<file path="config.mk">
export PLATFORM = sky130hd
export DESIGN_NAME = hostbus_if
export DESIGN_NICKNAME = d
export VERILOG_FILES = /design/src/rtl/hb_pkg.sv /design/src/rtl/hb_sync.sv /design/src/rtl/hb_par.sv /design/src/rtl/hb_ser.sv /design/src/rtl/hostbus_if.sv
export SDC_FILE = /design/constraint.sdc
export NUM_CORES = 1
export LEC_CHECK = 0
export CAP_MARGIN = 0
export CORE_MARGIN = 2
export CORE_UTILIZATION = 30
export CTS_BUF_LIST = sky130_fd_sc_hd__clkbuf_16
export DETAILED_ROUTE_END_ITERATION = 16
export GPL_TIMING_DRIVEN = 0
export SYNTH_ARGS = -nofsm -noshare
export SYNTH_HDL_FRONTEND = slang
export SYNTH_SLANG_ARGS = --single-unit
</file>
<file path="constraint.sdc">
create_clock -name clk -period 2.5 [get_ports clk]
set_input_delay 0.375 -clock clk [delete_from_list [all_inputs] [get_ports clk]]
set_output_delay 0.375 -clock clk [all_outputs]
set_load 0.05 [all_outputs]
</file>
<file path="src/rtl/hb_pkg.sv">
package hb_pkg;
  typedef enum logic [1:0] {
    HB_I80 = 2'd0,
    HB_M68 = 2'd1,
    HB_SER = 2'd2
  } hb_mode_e;
endpackage

</file>
<file path="src/rtl/hb_sync.sv">
module hb_sync #(
  parameter int W      = 8,
  parameter int STAGES = 2
) (
  input  logic         clk,
  input  logic         rst_n,
  input  logic [W-1:0] d,
  output logic [W-1:0] q
);
  logic [W-1:0] st [STAGES];

  genvar g;
  generate
    for (g = 0; g < STAGES; g++) begin : g_stage
      if (g == 0) begin : g_first
        always_ff @(posedge clk or negedge rst_n) begin
          if (!rst_n) st[g] <= '0;
          else        st[g] <= d;
        end
      end else begin : g_next
        always_ff @(posedge clk or negedge rst_n) begin
          if (!rst_n) st[g] <= '0;
          else        st[g] <= st[g-1];
        end
      end
    end
  endgenerate

  assign q = st[STAGES-1];
endmodule

</file>
<file path="src/rtl/hb_par.sv">
module hb_par #(
  parameter int DW = 8
) (
  input  logic          clk,
  input  logic          rst_n,
  input  logic          en,
  input  logic          m68,
  input  logic          sel,
  input  logic          strb_a,
  input  logic          strb_b,
  input  logic          dc,
  input  logic [DW-1:0] bus,
  output logic          evt,
  output logic [DW-1:0] evt_data,
  output logic          evt_dc,
  output logic          oe_req
);
  logic a_q, b_q;

  always_ff @(posedge clk or negedge rst_n) begin
    if (!rst_n) begin
      a_q <= 1'b0;
      b_q <= 1'b0;
    end else begin
      a_q <= strb_a;
      b_q <= strb_b;
    end
  end

  always_comb begin
    if (m68) begin
      evt    = en & sel & a_q & ~strb_a & ~strb_b;
      oe_req = en & sel & strb_a & strb_b;
    end else begin
      evt    = en & sel & strb_b & ~b_q;
      oe_req = en & sel & ~strb_a;
    end
    evt_data = bus;
    evt_dc   = dc;
  end
endmodule

</file>
<file path="src/rtl/hb_ser.sv">
module hb_ser #(
  parameter int DW = 8
) (
  input  logic          clk,
  input  logic          rst_n,
  input  logic          en,
  input  logic          sel,
  input  logic          sclk,
  input  logic          sdi,
  input  logic          dc,
  output logic          evt,
  output logic [DW-1:0] evt_data,
  output logic          evt_dc
);
  localparam int CW = $clog2(DW);
  localparam logic [CW-1:0] LAST = CW'(DW - 1);

  logic          sck_q;
  logic [DW-2:0] sr_q, sr_d;
  logic [CW-1:0] cnt_q, cnt_d;
  logic          rise;

  assign rise = en & sel & sclk & ~sck_q;

  always_comb begin
    sr_d  = sr_q;
    cnt_d = cnt_q;
    evt   = 1'b0;
    if (!sel) begin
      cnt_d = '0;
    end else if (rise) begin
      sr_d = {sr_q[DW-3:0], sdi};
      if (cnt_q == LAST) begin
        evt   = 1'b1;
        cnt_d = '0;
      end else begin
        cnt_d = cnt_q + 1'b1;
      end
    end
    evt_data = {sr_q, sdi};
    evt_dc   = dc;
  end

  always_ff @(posedge clk or negedge rst_n) begin
    if (!rst_n) begin
      sck_q <= 1'b0;
      sr_q  <= '0;
      cnt_q <= '0;
    end else begin
      sck_q <= sclk;
      sr_q  <= sr_d;
      cnt_q <= cnt_d;
    end
  end


  ser_clr_chk: assert property (@(posedge clk) disable iff (!rst_n)
    !sel |=> (cnt_q == '0));
endmodule

</file>
<file path="src/rtl/hostbus_if.sv">
module hostbus_if
  import hb_pkg::*;
#(
  parameter int DW          = 8,
  parameter int SYNC_STAGES = 2
) (
  input  logic          clk,
  input  logic          rst_n,
  input  logic          par_sel,
  input  logic          m68_sel,
  input  logic          cs_n,
  input  logic          cs,
  input  logic          rd_e,
  input  logic          wr_rw,
  input  logic          dc_sel,
  input  logic [DW-1:0] bus_i,
  input  logic [DW-1:0] rd_byte,
  output logic [DW-1:0] bus_o,
  output logic          bus_oe,
  output logic          wr_valid,
  output logic [DW-1:0] wr_data,
  output logic          wr_is_data
);
  localparam int SCK_BIT = DW - 2;
  localparam int SDI_BIT = DW - 1;
  localparam int SW      = DW + 5;
  localparam int WARM    = SYNC_STAGES + 1;
  localparam int WW      = $clog2(WARM + 1);
  localparam logic [WW-1:0] WARM_V = WW'(WARM);

  // reset: asynchronous assert, synchronous release
  logic rs1_q, rs2_q, rst_s_n;
  always_ff @(posedge clk or negedge rst_n) begin
    if (!rst_n) begin
      rs1_q <= 1'b0;
      rs2_q <= 1'b0;
    end else begin
      rs1_q <= 1'b1;
      rs2_q <= rs1_q;
    end
  end
  assign rst_s_n = rs2_q;

  // strap capture and warm-up window
  hb_mode_e      mode_q, mode_d;
  logic          lock_q;
  logic [WW-1:0] warm_q, warm_d;
  logic          ready;

  always_comb begin
    mode_d = mode_q;
    if (!lock_q) mode_d = par_sel ? (m68_sel ? HB_M68 : HB_I80) : HB_SER;
    warm_d = (warm_q == WARM_V) ? warm_q : warm_q + 1'b1;
  end
  assign ready = (warm_q == WARM_V);

  always_ff @(posedge clk or negedge rst_s_n) begin
    if (!rst_s_n) begin
      mode_q <= HB_I80;
      lock_q <= 1'b0;
      warm_q <= '0;
    end else begin
      mode_q <= mode_d;
      lock_q <= 1'b1;
      warm_q <= warm_d;
    end
  end

  // host input synchronisers
  logic [SW-1:0]  raw_v, syn_v;
  logic           cs_n_s, cs_s, rd_s, wr_s, dc_s, sel_s;
  logic [DW-1:0]  bus_s;

  assign raw_v = {cs_n, cs, rd_e, wr_rw, dc_sel, bus_i};

  hb_sync #(.W(SW), .STAGES(SYNC_STAGES)) u_sync (
    .clk (clk), .rst_n (rst_s_n), .d (raw_v), .q (syn_v)
  );

  assign {cs_n_s, cs_s, rd_s, wr_s, dc_s, bus_s} = syn_v;
  assign sel_s = ~cs_n_s & cs_s;

  // protocol engines
  logic          p_evt, p_dc, p_oe, s_evt, s_dc;
  logic [DW-1:0] p_data, s_data;

  hb_par #(.DW(DW)) u_par (
    .clk (clk), .rst_n (rst_s_n),
    .en (ready & (mode_q != HB_SER)), .m68 (mode_q == HB_M68),
    .sel (sel_s), .strb_a (rd_s), .strb_b (wr_s), .dc (dc_s), .bus (bus_s),
    .evt (p_evt), .evt_data (p_data), .evt_dc (p_dc), .oe_req (p_oe)
  );

  hb_ser #(.DW(DW)) u_ser (
    .clk (clk), .rst_n (rst_s_n),
    .en (ready & (mode_q == HB_SER)), .sel (sel_s),
    .sclk (bus_s[SCK_BIT]), .sdi (bus_s[SDI_BIT]), .dc (dc_s),
    .evt (s_evt), .evt_data (s_data), .evt_dc (s_dc)
  );

  // output stage
  logic          vld_q, vld_d, dc_q, dc_d, oe_q, oe_d;
  logic [DW-1:0] dat_q, dat_d;

  always_comb begin
    vld_d = 1'b0;
    dat_d = dat_q;
    dc_d  = dc_q;
    if (p_evt) begin
      vld_d = 1'b1;
      dat_d = p_data;
      dc_d  = p_dc;
    end else if (s_evt) begin
      vld_d = 1'b1;
      dat_d = s_data;
      dc_d  = s_dc;
    end
    oe_d = p_oe & (mode_q != HB_SER);
  end

  always_ff @(posedge clk or negedge rst_s_n) begin
    if (!rst_s_n) begin
      vld_q <= 1'b0;
      dat_q <= '0;
      dc_q  <= 1'b0;
      oe_q  <= 1'b0;
    end else begin
      vld_q <= vld_d;
      dat_q <= dat_d;
      dc_q  <= dc_d;
      oe_q  <= oe_d;
    end
  end

  assign wr_valid   = vld_q;
  assign wr_data    = dat_q;
  assign wr_is_data = dc_q;
  assign bus_oe     = oe_q;
  assign bus_o      = rd_byte;


  pulse_single_chk: assert property (@(posedge clk) disable iff (!rst_s_n)
    wr_valid |=> !wr_valid);

  oe_serial_chk: assert property (@(posedge clk) disable iff (!rst_s_n)
    bus_oe |-> (mode_q != HB_SER));

  oe_reset_chk: assert property (@(posedge clk)
    !rst_n |-> (!bus_oe && !wr_valid));

  mode_hold_chk: assert property (@(posedge clk) disable iff (!rst_s_n)
    $past(lock_q) |-> $stable(mode_q));
endmodule

</file>
# Yosys cells after proc, flatten, opt, wreduce, memory -nomap -nowiden
# Index checks and enable logic that the tools add are counted.
[word_totals]
out_inout_bits = 19
reg_bits = 57
inputBits = 25
elab_cells = 63
[op_classes]
reduce_logical = 2
n_eq_ne = 6
mux = 16
bitwise_logic = 21
addsub = 2
[ops]
columns = ["operator", "n"]
rows = [
  ["1-bit AND", 16],
  ["8-bit two-way mux", 2],
  ["1-bit two-way mux", 10],
  ["3-bit two-way mux", 3],
  ["1-bit NOT", 5],
  ["2-bit equality test, second input constant", 2],
  ["3-bit by 1-bit adder with 3-bit output, second input constant", 1],
  ["3-bit equality test, second input constant", 1],
  ["2-bit by 1-bit adder with 2-bit output, second input constant", 1],
  ["2-bit by 1-bit equality test with 1-bit output, second input constant", 1],
  ["2-bit two-way mux", 1],
  ["2-bit by 1-bit inequality test with 1-bit output, second input constant", 1],
  ["2-bit inequality test, second input constant", 1],
  ["2-bit AND reduction", 1],
  ["2-bit nonzero test", 1],
]

# Longest topological paths before layout
[logic_depth]
depth_word = 9
depth_mapped = 6
mapped_depth_nobuf = 5

# Cells and area by module
# From an unflattened synthesis, not the netlist that was laid out.
[unflattened]
hier_cells = 166
hier_area_um2 = 2229.6
[modules_own_cells]
columns = ["module", "cells_each", "area_per_inst_um2", "instances"]
rows = [
  ["hostbus_if", 73, 814.5, 1],
  ["hb_sync", 39, 748.2, 1],
  ["hb_ser", 36, 504.2, 1],
  ["hb_par", 18, 162.7, 1],
]

# Least setup slack after synthesis
# No wires, ideal clock.
[synth_timing]
kind = "reg2reg"
startpoint = "register warm_q[0]"
endpoint = "register u_ser.sr_q[0]"
stages_incl_launch_ff = 6
setup_slack_ns = 0.807
path_buffers = 1
synth_period_minus_slack_ns = 1.693
t_arrival_ns = 1.568
cell_sequence = "dfrtp_1 -> ha_1 -> and3b_1 -> buf_2 -> nand2_1 -> mux2_2"
[synth_via]
elab_chain_len = 6
[synth_lines]
columns = ["element", "line", "rtl"]
rows = [
  ["start, declared", "hostbus_if.sv:47", "logic [WW-1:0] warm_q, warm_d;"],
  ["start signal, assigned", "hostbus_if.sv:65", "warm_q <= warm_d;"],
  ["2-bit equality test", "hostbus_if.sv:55", "assign ready = (warm_q == WARM_V);"],
  ["1-bit AND", "hostbus_if.sv:96", ".en (ready & (mode_q == HB_SER)), .sel (sel_s),"],
  ["1-bit AND (3 in a row)", "hb_ser.sv:23", "assign rise = en & sel & sclk & ~sck_q;"],
  ["2-bit AND reduction (no line)", "-", ""],
  ["end signal, assigned", "hb_ser.sv:51", "sr_q <= sr_d;"],
  ["end, declared", "hb_ser.sv:19", "logic [DW-2:0] sr_q, sr_d;"],
]
# Every way passes these cells.
# A chain may end at the register's enable or synchronous reset.

# Worst setup path after layout
[layout_timing]
startpoint = "register warm_q[0]"
endpoint = "register u_ser.sr_q[2]"
# The elaborated chain is that of the path after synthesis.

==> impl_results.md <==
- FF-to-FF Start: warm_q[0]$_DFFE_PN0P_
- Die Height: 85.1 um
- Leading area contributor after synthesis: dfrtp_1
- Cells after synthesis: 125
- First-pass GRT wire length: 5480 um
- Fin Clk Skew: 0.00487 ns
- FMAX: 0.523 GHz
- DIE WIDTH: 85.1 um
- Synth async-reset ratio: 1.00
- Sequential share of the synthesized area: 0.723
- Final min period: 1.91 ns
- Type of destination of the critical path: flop
- Post-Syn Area per Cell: 15.8 um^2
- Antenna Nets Post-Route: 0
- Postcts setup bufs: 0
- Layout Nets: 201
- Pwr/cell area: 1020 nW/um^2
- Placed Area: 2440 um^2
- Leak Pwr: 1.23 nW
- Relative slew slack: 0.624
- CP Launch Type: flop
- Max-cap violations: 0
- Post-CTS sizing: 0
- Initial antenna violation count: 0
- Top post-synthesis cells by area: dfrtp_1, mux2_2, a2bb2oi_1
- WHS: 0.218 ns
- Critical path buffers and inverters: 1
- Critical Path RT: 2.70 ns
- Slowest stage delay, CP: 0.39 ns
- Final instance area: 2760 um^2
- Final hold violation count: 0
- DRT Pass-1 Iters: 4
- Status: finished clean
- Synth Area in Adders: 0.0190
- Top_reg_cell synth: dfrtp_1
- P&R area growth vs syn: 39.7%
- Placer congestion estimate: 0.730
- Count of flip-flops with a built-in enable after synthesis: 0
- CP Data Arrival Time: 2.11 ns
- Final setup violation count: 0
- Largest net degree at the start of global routing: 31
- Cts bufs inserted: 9
- Hold_buf cts: 0
- Total core area: 6350 um^2
- Fin. max-slew vios: 0
- Mux contribution to synthesized area: 0.0583
- Row count: 29
- DP Wirelength: 2100 um
- Synth Area in Compound Gates: 0.0958
- Dpl cells: 239
- Final worst-path cycle share: 0.764
- Worst setup path start: warm_q[0]$_DFFE_PN0P_
- Initial drt markers: 25
- CTS tree: yes
- Layout cells sized above 1: 0.213
- Total negative slack: 0 ns
- I/O pins: 44
- Synth top area share: 0.723
- Gr ovfl total: 0
- DR DRC count: 0
- Xor and xnor area share after synthesis: 0.00888
- CTS root buffer: clkbuf_16
- Die ar.: 7240 um^2
- Worst hold path class: in -> async
- Tot Pwr: 0.00280 W
- Yosys reg bits: 57
- # fillers: 577
- Vias in the first global route: 1163
- Clk slew on worst S/H paths: 0.05 ns
- Simple logic cell fraction of the synthesized area: 0.0564
- Post-synth cell types: 28
- Clock Sinks: 57
- Finished Layout Cells: 255
- WS Path Type: reg -> reg
- Total wire length: 3060 um
- Worst skew pair latency: 0.32 ns
- Total track usage: 0.102
- Largest family of logic cells by synthesized area: compound AO/OA/AOI/OAI gates
- Maximum buffer depth of the clock tree: 2
- RSZ-0062 raised after global routing: false
- Port Buffer Count: 35
- Top cells by count, synth: dfrtp_1, a2bb2oi_1, buf_4, mux2_2, o22ai_1
- Max rail drop VDD: 0.722 mV
- Ant diodes: 0
- Routed via count: 1133
- Wire length per cell: 12.0 um
- Ys Warns: 0
- H-tree levels: 3
- Mapped cell area: 1970 um^2
- Most frequent cell after synthesis: dfrtp_1
- Starting Density: 0.311
- Crit Path Max Fanout: 10
- Worst-Margin Slew: 0.564 ns
- Dominant delay contributor by cell family on the critical path: simple AND/OR/NAND/NOR gates
- Post-DR vias/cell: 4.44
- Cells along the critical path: ha_1 > and3b_1 > buf_2 > nand2_1 > mux2_2
- CP max stage cell: dfrtp_1
-- final timing paths --
| path | endpoint | slack (ns) | cells past startpoint |
|---|---|---|---|
| hold / removal | rs1_q$_DFF_PN0_ | 0.22 | 1 |
| min in group clk | u_sync.q[0]$_DFF_PN0_ | 0.34 | 0 |
| setup reg to reg | u_ser.sr_q[2]$_DFFE_PN0P_ | 0.59 | 5 |
| setup / recovery | u_ser.sr_q[2]$_DFFE_PN0P_ | 0.59 | 5 |
| max in group asynchronous | wr_data[5]$_DFFE_PN0P_ | 1.69 | 1 |
| hold reg to reg | wr_data[6]$_DFFE_PN0P_ | 0.26 | 0 |
-- registers in the layout, indices dropped and copies added, names as in the netlist --
signal       count
bus_oe           1
wr_is_data       1
u_sync.st       13
lock_q           1
rs1_q            1
u_par.b_q        1
u_sync.q        13
u_ser.sck_q      1
wr_valid         1
u_par.a_q        1
warm_q           2
u_ser.cnt_q      3
wr_data          8
u_ser.sr_q       7
rs2_q            1
mode_q           2
-- cells in the final DEF (no fill, tap or decap), drive strengths merged --
master	count
a21oi	2
ha	3
mux2i	1
nand3	4
and3b	1
xnor2	2
conb	2
clkdlybuf4s50	35
o21ai	1
inv	3
o31ai	1
o22ai	8
nand2	8
clkinv	4
dfrtp	57
or2b	1
nor3b	1
a32oi	1
buf	10
nor2b	1
clkbuf	9
a21boi	1
and4bb	1
nand4b	1
mux2	9
and2b	1
bufinv	2
a2bb2oi	8
-- final cells by class --
cell class	count	area, um^2	area share
Sequential cell	57	1430	0.518
Multi-Input combinational cell	58	478	0.173
Timing Repair Buffer	36	370	0.134
Clock buffer	9	225	0.0817
Tap cell	77	96.3	0.0350
Clock inverter	7	86.3	0.0313
Buffer	9	65.1	0.0236
Inverter	2	7.51	0.00272
-- metrics by stage --
stage / worst slack (ns) / utilization
after global routing: 0.497 / 0.434
after CTS: 0.561 / 0.434
after global placement: 0.237 / 0.382
after floorplan: 0.796 / -
final: 0.590 / 0.434
after detailed placement: 0.570 / 0.385
-- report_power, final --
part / switching [W] / internal (W) / leakage [nW]
Clock: 0.000381 / 0.000859 / 0.158
Sequential: 0.0000590 / 0.00102 / 0.682
Combinational: 0.000287 / 0.000195 / 0.386
-- routing by layer --
| metal | part of all wire | vias to the layer above | track usage |
|---|---|---|---|
| met1 | 0.45 | 555 | 0.118 |
| met2 | 0.46 | 34 | 0.146 |
| met5 | 0 | - | 0 |
| li1 | - | 538 | - |
| met4 | 0.023 | 0 | 0.0823 |
| met3 | 0.065 | 6 | 0.0418 |
-- cells by family (layout without fill, tap and decap cells) --
kind of cell    Yosys count  in the layout
compound gates           22             22
flops                    57             57
xor+xnor                  2              2
other cells               1              2
buf+inv                  11             63
mux                      10             10
simple gates             19             19
fa+ha+maj                 3              3
Note: power is estimated with default switching activity, not from simulation.
